$ cat src/rtl/seg_access_check.sv
module seg_access_check #(
  parameter int ADDR_W = 32,
  parameter int SIZE_W = 4,
  parameter int CODE_W = 16
) (
  input  logic              clk,
  input  logic              rst_n,
  input  logic              in_valid,
  input  logic              prot_en,
  input  logic              paging_en,
  input  logic              lma,
  input  logic              cs_long,
  input  logic              seg_writable,
  input  logic              seg_readable,
  input  logic              seg_expdown,
  input  logic [ADDR_W-1:0] seg_base,
  input  logic [ADDR_W-1:0] seg_limit,
  input  logic [ADDR_W-1:0] acc_addr,
  input  logic [SIZE_W-1:0] acc_size,
  input  logic              acc_write,
  input  logic              acc_exec,
  output logic              out_valid,
  output logic              gp_fault,
  output logic [CODE_W-1:0] fault_code,
  output logic              xlate_req,
  output logic [ADDR_W-1:0] phys_addr
);
  localparam int EW = ADDR_W + 1;

  logic          checks_on, perm_bad, wrapped, lim_bad, fault_n, xlate_n;
  logic [EW-1:0] acc_end, lim_x, base_x, addr_x;

  assign checks_on = prot_en & ~(lma & cs_long);
  assign addr_x    = {1'b0, acc_addr};
  assign lim_x     = {1'b0, seg_limit};
  assign base_x    = {1'b0, seg_base};
  assign acc_end   = addr_x + EW'(acc_size);
  assign wrapped   = seg_limit < seg_base;

  assign perm_bad  = (acc_write & ~seg_writable) |
                     (~acc_write & ~acc_exec & ~seg_readable);

  always_comb begin
    unique case ({seg_expdown, wrapped})
      2'b00:   lim_bad = lim_x < acc_end;
      2'b01:   lim_bad = (lim_x < acc_end) && (acc_addr < seg_base);
      2'b11:   lim_bad = (acc_addr <= seg_limit) || (acc_end >= base_x);
      default: lim_bad = (acc_addr <= seg_limit) && (acc_end >= base_x);
    endcase
  end

  assign fault_n = checks_on & (perm_bad | lim_bad);
  assign xlate_n = prot_en & paging_en & ~fault_n;

  always_ff @(posedge clk or negedge rst_n) begin
    if (!rst_n) begin
      out_valid  <= 1'b0;
      gp_fault   <= 1'b0;
      fault_code <= '0;
      xlate_req  <= 1'b0;
      phys_addr  <= '0;
    end else begin
      out_valid <= in_valid;
      if (in_valid) begin
        gp_fault   <= fault_n;
        fault_code <= '0;
        xlate_req  <= xlate_n;
        phys_addr  <= (fault_n | xlate_n) ? '0 : acc_addr;
      end
    end
  end

  p_strobe_follows_r1: assert property (@(posedge clk) disable iff (!rst_n)
    in_valid |=> out_valid);
  p_strobe_drops_r1: assert property (@(posedge clk) disable iff (!rst_n)
    !in_valid |=> !out_valid);
  p_real_mode_pass_r2: assert property (@(posedge clk) disable iff (!rst_n)
    (in_valid && !prot_en) |=>
      (!gp_fault && !xlate_req && phys_addr == $past(acc_addr)));
  p_long_mode_skip_r3: assert property (@(posedge clk) disable iff (!rst_n)
    (in_valid && prot_en && lma && cs_long) |=> !gp_fault);
  p_write_perm_r4: assert property (@(posedge clk) disable iff (!rst_n)
    (in_valid && prot_en && !(lma && cs_long) && acc_write && !seg_writable)
      |=> gp_fault);
  p_fault_blocks_r11: assert property (@(posedge clk) disable iff (!rst_n)
    gp_fault |-> (!xlate_req && phys_addr == '0 && fault_code == '0));
endmodule

$ cat config.mk
export PLATFORM = sky130hd
export DESIGN_NAME = seg_access_check
export DESIGN_NICKNAME = d
export VERILOG_FILES = /design/src/rtl/seg_access_check.sv
export SDC_FILE = /design/constraint.sdc
export NUM_CORES = 1
export LEC_CHECK = 0
export BUFFER_PORTS_ARGS = -buffer_cell sky130_fd_sc_hd__buf_2
export CAP_MARGIN = 20
export CORE_UTILIZATION = 45
export DETAILED_ROUTE_END_ITERATION = 8
export HOLD_SLACK_MARGIN = 0.12
export PLACE_DENSITY = 0.7
export SYNTH_ARGS = -nofsm -noshare
export SYNTH_HDL_FRONTEND = slang
export SYNTH_SLANG_ARGS = --single-unit
export TNS_END_PERCENT = 10
$ cat constraint.sdc
create_clock -name clk -period 0.8 [get_ports clk]
set_clock_uncertainty 0.05 [all_clocks]
set_input_delay 0 -clock clk [delete_from_list [all_inputs] [get_ports clk]]
set_output_delay 0 -clock clk [all_outputs]
set_load 0.05 [all_outputs]
==> results of run 1 <==
flip-flops by register name (all words and copies together) (netlist names):
register	count
gp_fault	1
out_valid	1
phys_addr	32
xlate_req	1
timing repair:
| item | 4_1_cts | 5_1_grt |
|---|---|---|
| setup endpoints to repair | 69 | 70 |
| pin swaps | 49 | 33 |
| hold endpoints to repair | 65 | 15 |
| setup buffers | 7 | 6 |
| gates resized for setup | 124 | 42 |
| gates cloned | 2 | 0 |
per-layer routing:
metal,GRT usage,share of wire
met3,0.0475,0.065
met1,0.401,0.44
met4,0.0986,0.027
met5,0,0
met2,0.489,0.46
cells in the final DEF (no fill, tap or decap), drive strengths merged, types with 3 or more instances in the layout:
master	n
conb	16
nand2b	7
o211ai	38
inv	98
buf	384
nor2	26
o21a	3
nor4	5
a21oi	86
and3	11
clkbuf	7
nor2b	37
a21o	16
a2111oi	5
nor3b	3
nand2	40
nand4	32
a221oi	6
nand3	17
a211oi	9
xor2	18
xnor2	16
o21ai	61
ha	159
nor3	8
and4	9
and2	6
dfrtp	35
kinds of logic (layout without fill, tap and decap cells):
logic type,Yosys count,count (layout),share of synthesized area
AOI/OAI and AO/OA,242,242,0.246
and+or+nand+nor,206,206,0.178
adders and majority gates,160,160,0.303
buffers and inverters,141,492,0.0964
DFF,35,35,0.132
xor gates and xnor gates,34,34,0.0448
other,1,16,0.000565
metrics by stage:
stage	cell area, um2	TNS [ns]	cells	worst slack, ns	power (uW)
finish	10300	-94.79	1369	-2.65	11200
global placement	9200	-103.62	1345	-3.07	8010
detailed placement	9200	-107.20	1345	-3.19	8130
CTS	9950	-95.09	1363	-2.65	10900
floorplan	6790	-88.66	834	-2.65	5630
global route	10300	-99.40	1369	-2.76	11800
cell type report:
class / count / area [um2]
well taps: 184 / 230
fillers: 1092 / 4220
clock buffers: 7 / 153
inverters: 98 / 370
clock inverters: 1 / 7.51
flip-flops and latches: 35 / 876
multi-input cells: 658 / 5700
repair buffers: 386 / 2920
worst max-delay path by stage:
| stage | endpoint | from | slack (ns) | cells past startpoint |
|---|---|---|---|---|
| detailed placement | phys_addr[19]$_DFFE_PN0P_ | acc_addr[0] | -3.19 | 19 |
| floorplan | xlate_req$_DFFE_PN0P_ | acc_addr[1] | -2.65 | 20 |
| global placement | phys_addr[22]$_DFFE_PN0P_ | acc_addr[0] | -3.07 | 19 |
| finish | phys_addr[31]$_DFFE_PN0P_ | acc_addr[0] | -2.65 | 21 |
| global route | phys_addr[24]$_DFFE_PN0P_ | acc_addr[1] | -2.76 | 21 |
| CTS | phys_addr[25]$_DFFE_PN0P_ | acc_addr[0] | -2.65 | 19 |
worst min-delay path, cell delays in order:
cell and delay (ns):
buf_8 0.08, buf_4 0.12, a21oi_1 0.07, o21ai_2 0.05
power by group through the flow:
stage	combinational, uW	sequential, uW	clock, uW
detailed placement	6000	2130	0
global placement	5880	2140	0
finish	6950	2120	2100
global route	7510	2140	2190
floorplan	2720	2900	0
CTS	6690	2120	2100
==> impl_metrics.ini, run 1 <==
[status]
outcome = finished with violations
failed_checks = setup timing

[critical_path]
crit_arrival_ns = 3.56
crit_path_start_kind = input port
crit_type = in -> reg
crit_fanout = 7
crit_buf_inv = 6
worstPathRequired_ns = 0.91
cp_slowest_stage_delay_ns = 0.38
cpMaxStageDelayCell = fa_2
path_cells = buf_8, ha_4, fa_2, a211oi_4, buf_6, nor3_4, buf_6, nand3_1, xnor2_2, inv_1, ha_1, and3_1, nand3_2, nand2b_1, nand3_2, o31ai_4, a211oi_4, buf_6, buf_4, o211ai_1, o21ai_2
r2r-end = phys_addr[31]$_DFFE_PN0P_
ff2ff_setup_slack_ns = -0.17
path_common_cell = buf_6
ff2ff_path_depth = 3
cp_top_family = compound AO/OA/AOI/OAI gates
reg2reg_from = phys_addr[31]$_DFFE_PN0P_
cp-end-kind = flip-flop

[sta]
rsz0062_at_grt = true
fin_crit_ns = 3.45
slew_violations = 0
fin_crit_sh = 4.31
setup_viol = 69
max-slew-margin-rel = 0.584
whs_ns = 0.0196
hold_viol_final = 0
worstMarginPinSlew_ns = 0.617
clock.fmax_mhz = 290
setup_slack_ns = -2.65

[routing]
viasPerCell = 5.57
drt_iter0_drc = 461
wire_per_inst_um = 16.7
firstDrtPassIters = 5
vias = 7627
postRouteWirelength_um = 22800
ant_nets = 0
drc_errors = 0

[yosys]
synth_flop_cell = dfrtp_1
syn_area_mm2 = 0.00664
synth_cell_types = 65
synth_common_cells = 159 x ha_1, 98 x inv_1, 86 x a21oi_1
synth_seq_cells = 35
yosysMostFrequentCell = ha_1
syn-instance-count = 819
synthArstFlopShare = 1.00
synth.top_cell.area_share = 0.299
synth_edf_count = 0
synth_warnings = 0
synth_area_leaders = ha_1 30%, dfrtp_1 13%, a21oi_1 6.5%
ys_seq_area_frac = 0.132
synthesis.area_per_instance_um2 = 8.11
synth_top_area_cell = ha_1

[placement]
gp_congestion = 0.925
hpwl_um = 18000
io_buffers = 146

[global_route]
gr-usage-all-layers = 0.299
grt.overflow.total = 0
grt_pass1_wl_um = 35700
grt_max_degree = 36
antenna_found_initial = 0
grt_pass1_vias = 7349

[power]
ir_drop_v = 0.00144
leakage_uw = 0.00532
pwr_density_cell_mw_per_mm2 = 1090
seq_power_share = 0.190
intPower_uw = 6470
p_sw_uw = 4690
p_comb_frac = 0.622
clkPwrFrac = 0.188
switching_share = 0.420

[flow_run]
drv_cap = 0

[clock_tree]
cts.clk_slew.worst_paths_ns = 0.06
cts_tree = built
cts.sink_count = 35
htreeDepth = 2
clockBufferDepth = 2
cts_root_buf = clkbuf_16
clock_latency_ns = 0.28
cts_buffers = 5
cts_hold_buf = 2

[floorplanning]
ios = 163
fp-row-count = 44
die_w_um = 123
die_h_um = 123
initial_core_util = 0.459
die_area_mm2 = 0.0153
core_mm2 = 0.0145

[layout]
syn_to_final_growth_pct = 54.5
layout-drive-gt1-share = 0.426
post-route-util = 0.709
fin_nets = 1456
n_antenna_cell = 0

[hold_path]
whs_path_depth = 4
hold_start = acc_addr[0]
min_delay_worst_endpoint = phys_addr[0]$_DFFE_PN0P_
hold_class = in -> reg
Note: power is estimated with default switching activity, not from simulation.
==> run 2: changes to the inputs <==
==> constraint.sdc (replaced) <==
create_clock -name clk -period 0.8 [get_ports clk]
set_clock_uncertainty 0.05 [all_clocks]
set_input_delay 0.08 -clock clk [delete_from_list [all_inputs] [get_ports clk]]
set_output_delay 0.08 -clock clk [all_outputs]
set_load 0.05 [all_outputs]
==> impl_metrics.ini, run 2 (synthesis results as in run 1) <==
[critical_path]
cp_top_family = compound AO/OA/AOI/OAI gates
r2r-end = phys_addr[22]$_DFFE_PN0P_
crit_buf_inv = 5
ff2ff_path_depth = 3
reg2reg_from = phys_addr[22]$_DFFE_PN0P_
crit_type = in -> reg
cpMaxStageDelayCell = a32oi_4
path_cells = buf_6, ha_4, fa_2, a211oi_4, buf_6, nor4_4, buf_4, xor2_2, buf_4, ha_1, nand3_2, nor3b_2, o211ai_1, nand2_1, and4_1, nor3_2, a32oi_4, clkbuf_16, o21ai_2
crit_fanout = 7
crit_arrival_ns = 3.68
cp-end-kind = flip-flop
crit_path_start_kind = input port
worstPathRequired_ns = 0.92
ff2ff_setup_slack_ns = -0.16
cp_slowest_stage_delay_ns = 0.49

[sta]
worstMarginPinSlew_ns = 0.597
slew_violations = 0
hold_viol_final = 0
fin_crit_ns = 3.56
finalSetupTns_ns = -102.19
rsz0062_at_grt = true
fin_crit_sh = 4.45
max-slew-margin-rel = 0.592
setup_viol = 69
clock.fmax_mhz = 281
setup_slack_ns = -2.76

[global_route]
grt_pass1_wl_um = 34300
met3_usage = 0.0374
use_met1 = 0.388
grt_pass1_vias = 7031
antenna_found_initial = 1
gr-usage-met2 = 0.487
grt_max_degree = 36
grt.busiest_layer = met2
grt.overflow.total = 0
gr-usage-all-layers = 0.288

[floorplanning]
die_h_um = 123
die_area_mm2 = 0.0153
initial_core_util = 0.459
fp-row-count = 44
ios = 163
core_mm2 = 0.0145
die_w_um = 123

[layout]
final_cells = 1373
layout-drive-gt1-share = 0.418
final_cell_mix = 223 x buf_4, 151 x ha_1, 107 x buf_2
syn_to_final_growth_pct = 54.6
largest_reg_flops = 32
nFillCells = 1103
final_common_cell = buf_4
fin_nets = 1459
largest_register = phys_addr

[clock_tree]
clockBufferDepth = 2
cts_buffers = 5
cts_root_buf = clkbuf_16
cts_tree = built
cts.sink_count = 35
cts_hold_buf = 1
htreeDepth = 2
cts.clk_slew.worst_paths_ns = 0.06
clock_latency_ns = 0.28

[placement]
dpl.cell_count = 1351
place_ws_ns = -3.20
io_buffers = 146
gp_congestion = 0.896
hpwl_um = 18000

[status]
outcome = finished with violations
failed_checks = setup timing

[routing]
firstDrtPassIters = 7
vias = 7682
ant_nets = 0
drt_iter0_drc = 492
postRouteWirelength_um = 23500
wire_per_inst_um = 17.1
drc_errors = 0
viasPerCell = 5.60

[hold_path]
whs_path_depth = 4
hold_start = acc_addr[1]
hold_class = in -> reg
min_delay_worst_endpoint = phys_addr[1]$_DFFE_PN0P_

[power]
ir_drop_v = 0.00126
leakage_uw = 0.00535
pwr_density_cell_mw_per_mm2 = 1110

[flow_run]
drv_cap = 0
run 2: cell count changes in the layout (fill, tap and decap cells not counted), sizes merged:
cell | before | now
clkbuf | 7 | 10
clkinv | 0 | 2
buf | 384 | 383
bufinv | 0 | 1
clkinvlp | 1 | 0
diode | 0 | 1
dlygate4sd3 | 2 | 1
run 2: report_power, final:
group / internal [uW] / switching [uW] / total (uW)
sequential: 1990 / 134 / 2130
combinational: 3150 / 3830 / 6970
clock: 1470 / 794 / 2260
run 2: worst max path at each step:
stage / start / endpoint / slack [ns] / cells after the start
5_1_grt: acc_addr[3] / phys_addr[24]$_DFFE_PN0P_ / -2.89 / 20
2_1_floorplan: acc_addr[1] / xlate_req$_DFFE_PN0P_ / -2.73 / 20
4_1_cts: acc_addr[1] / phys_addr[22]$_DFFE_PN0P_ / -2.67 / 19
3_3_place_gp: acc_addr[0] / gp_fault$_DFFE_PN0P_ / -3.14 / 19
3_5_place_dp: acc_addr[1] / phys_addr[5]$_DFFE_PN0P_ / -3.20 / 19
6_report: acc_addr[0] / phys_addr[2]$_DFFE_PN0P_ / -2.76 / 19
run 2: layout make-up:
cell class	count	area [um2]	share of cell area
Antenna cell	1	2.50	0.000244
Timing Repair Buffer	389	3000	0.292
Clock inverter	3	43.8	0.00426
Multi-Input combinational cell	658	5630	0.548
Inverter	98	368	0.0358
Sequential cell	35	876	0.0853
Tap cell	184	230	0.0224
Clock buffer	5	125	0.0122
run 2: timing repair:
item	4_1_cts	5_1_grt
gates cloned	0	5
hold endpoints to repair	38	1
pin swaps	6	42
setup buffers	1	7
gates resized for setup	96	53
setup endpoints to repair	69	69
run 2: per-layer routing:
| layer | vias up | part of all wire | wire length [um] |
|---|---|---|---|
| met2 | 327 | 0.47 | 11100 |
| met4 | 0 | 0.027 | 637 |
| li1 | 3699 | - | - |
| met5 | - | 0 | 0 |
| met1 | 3606 | 0.42 | 9980 |
| met3 | 50 | 0.077 | 1810 |
run 2: worst min-delay path, delay by kind of cell:
family / cells / cell delay, ns
AOI/OAI and AO/OA: 2 / 0.12
buffers and inverters: 2 / 0.19
run 2: metrics by stage:
| step | area, um2 | power (uW) | hold slack, ns | util |
|---|---|---|---|---|
| after floorplan | 6790 | 5630 | -0.266 | - |
| after global placement | 9260 | 8070 | 0.00495 | 0.640 |
| after detailed placement | 9260 | 8190 | 0.00743 | 0.640 |
| after CTS | 9790 | 10900 | 0.0979 | 0.676 |
| after global routing | 10300 | 12000 | 0.117 | 0.709 |
| final | 10300 | 11400 | 0.0963 | 0.709 |
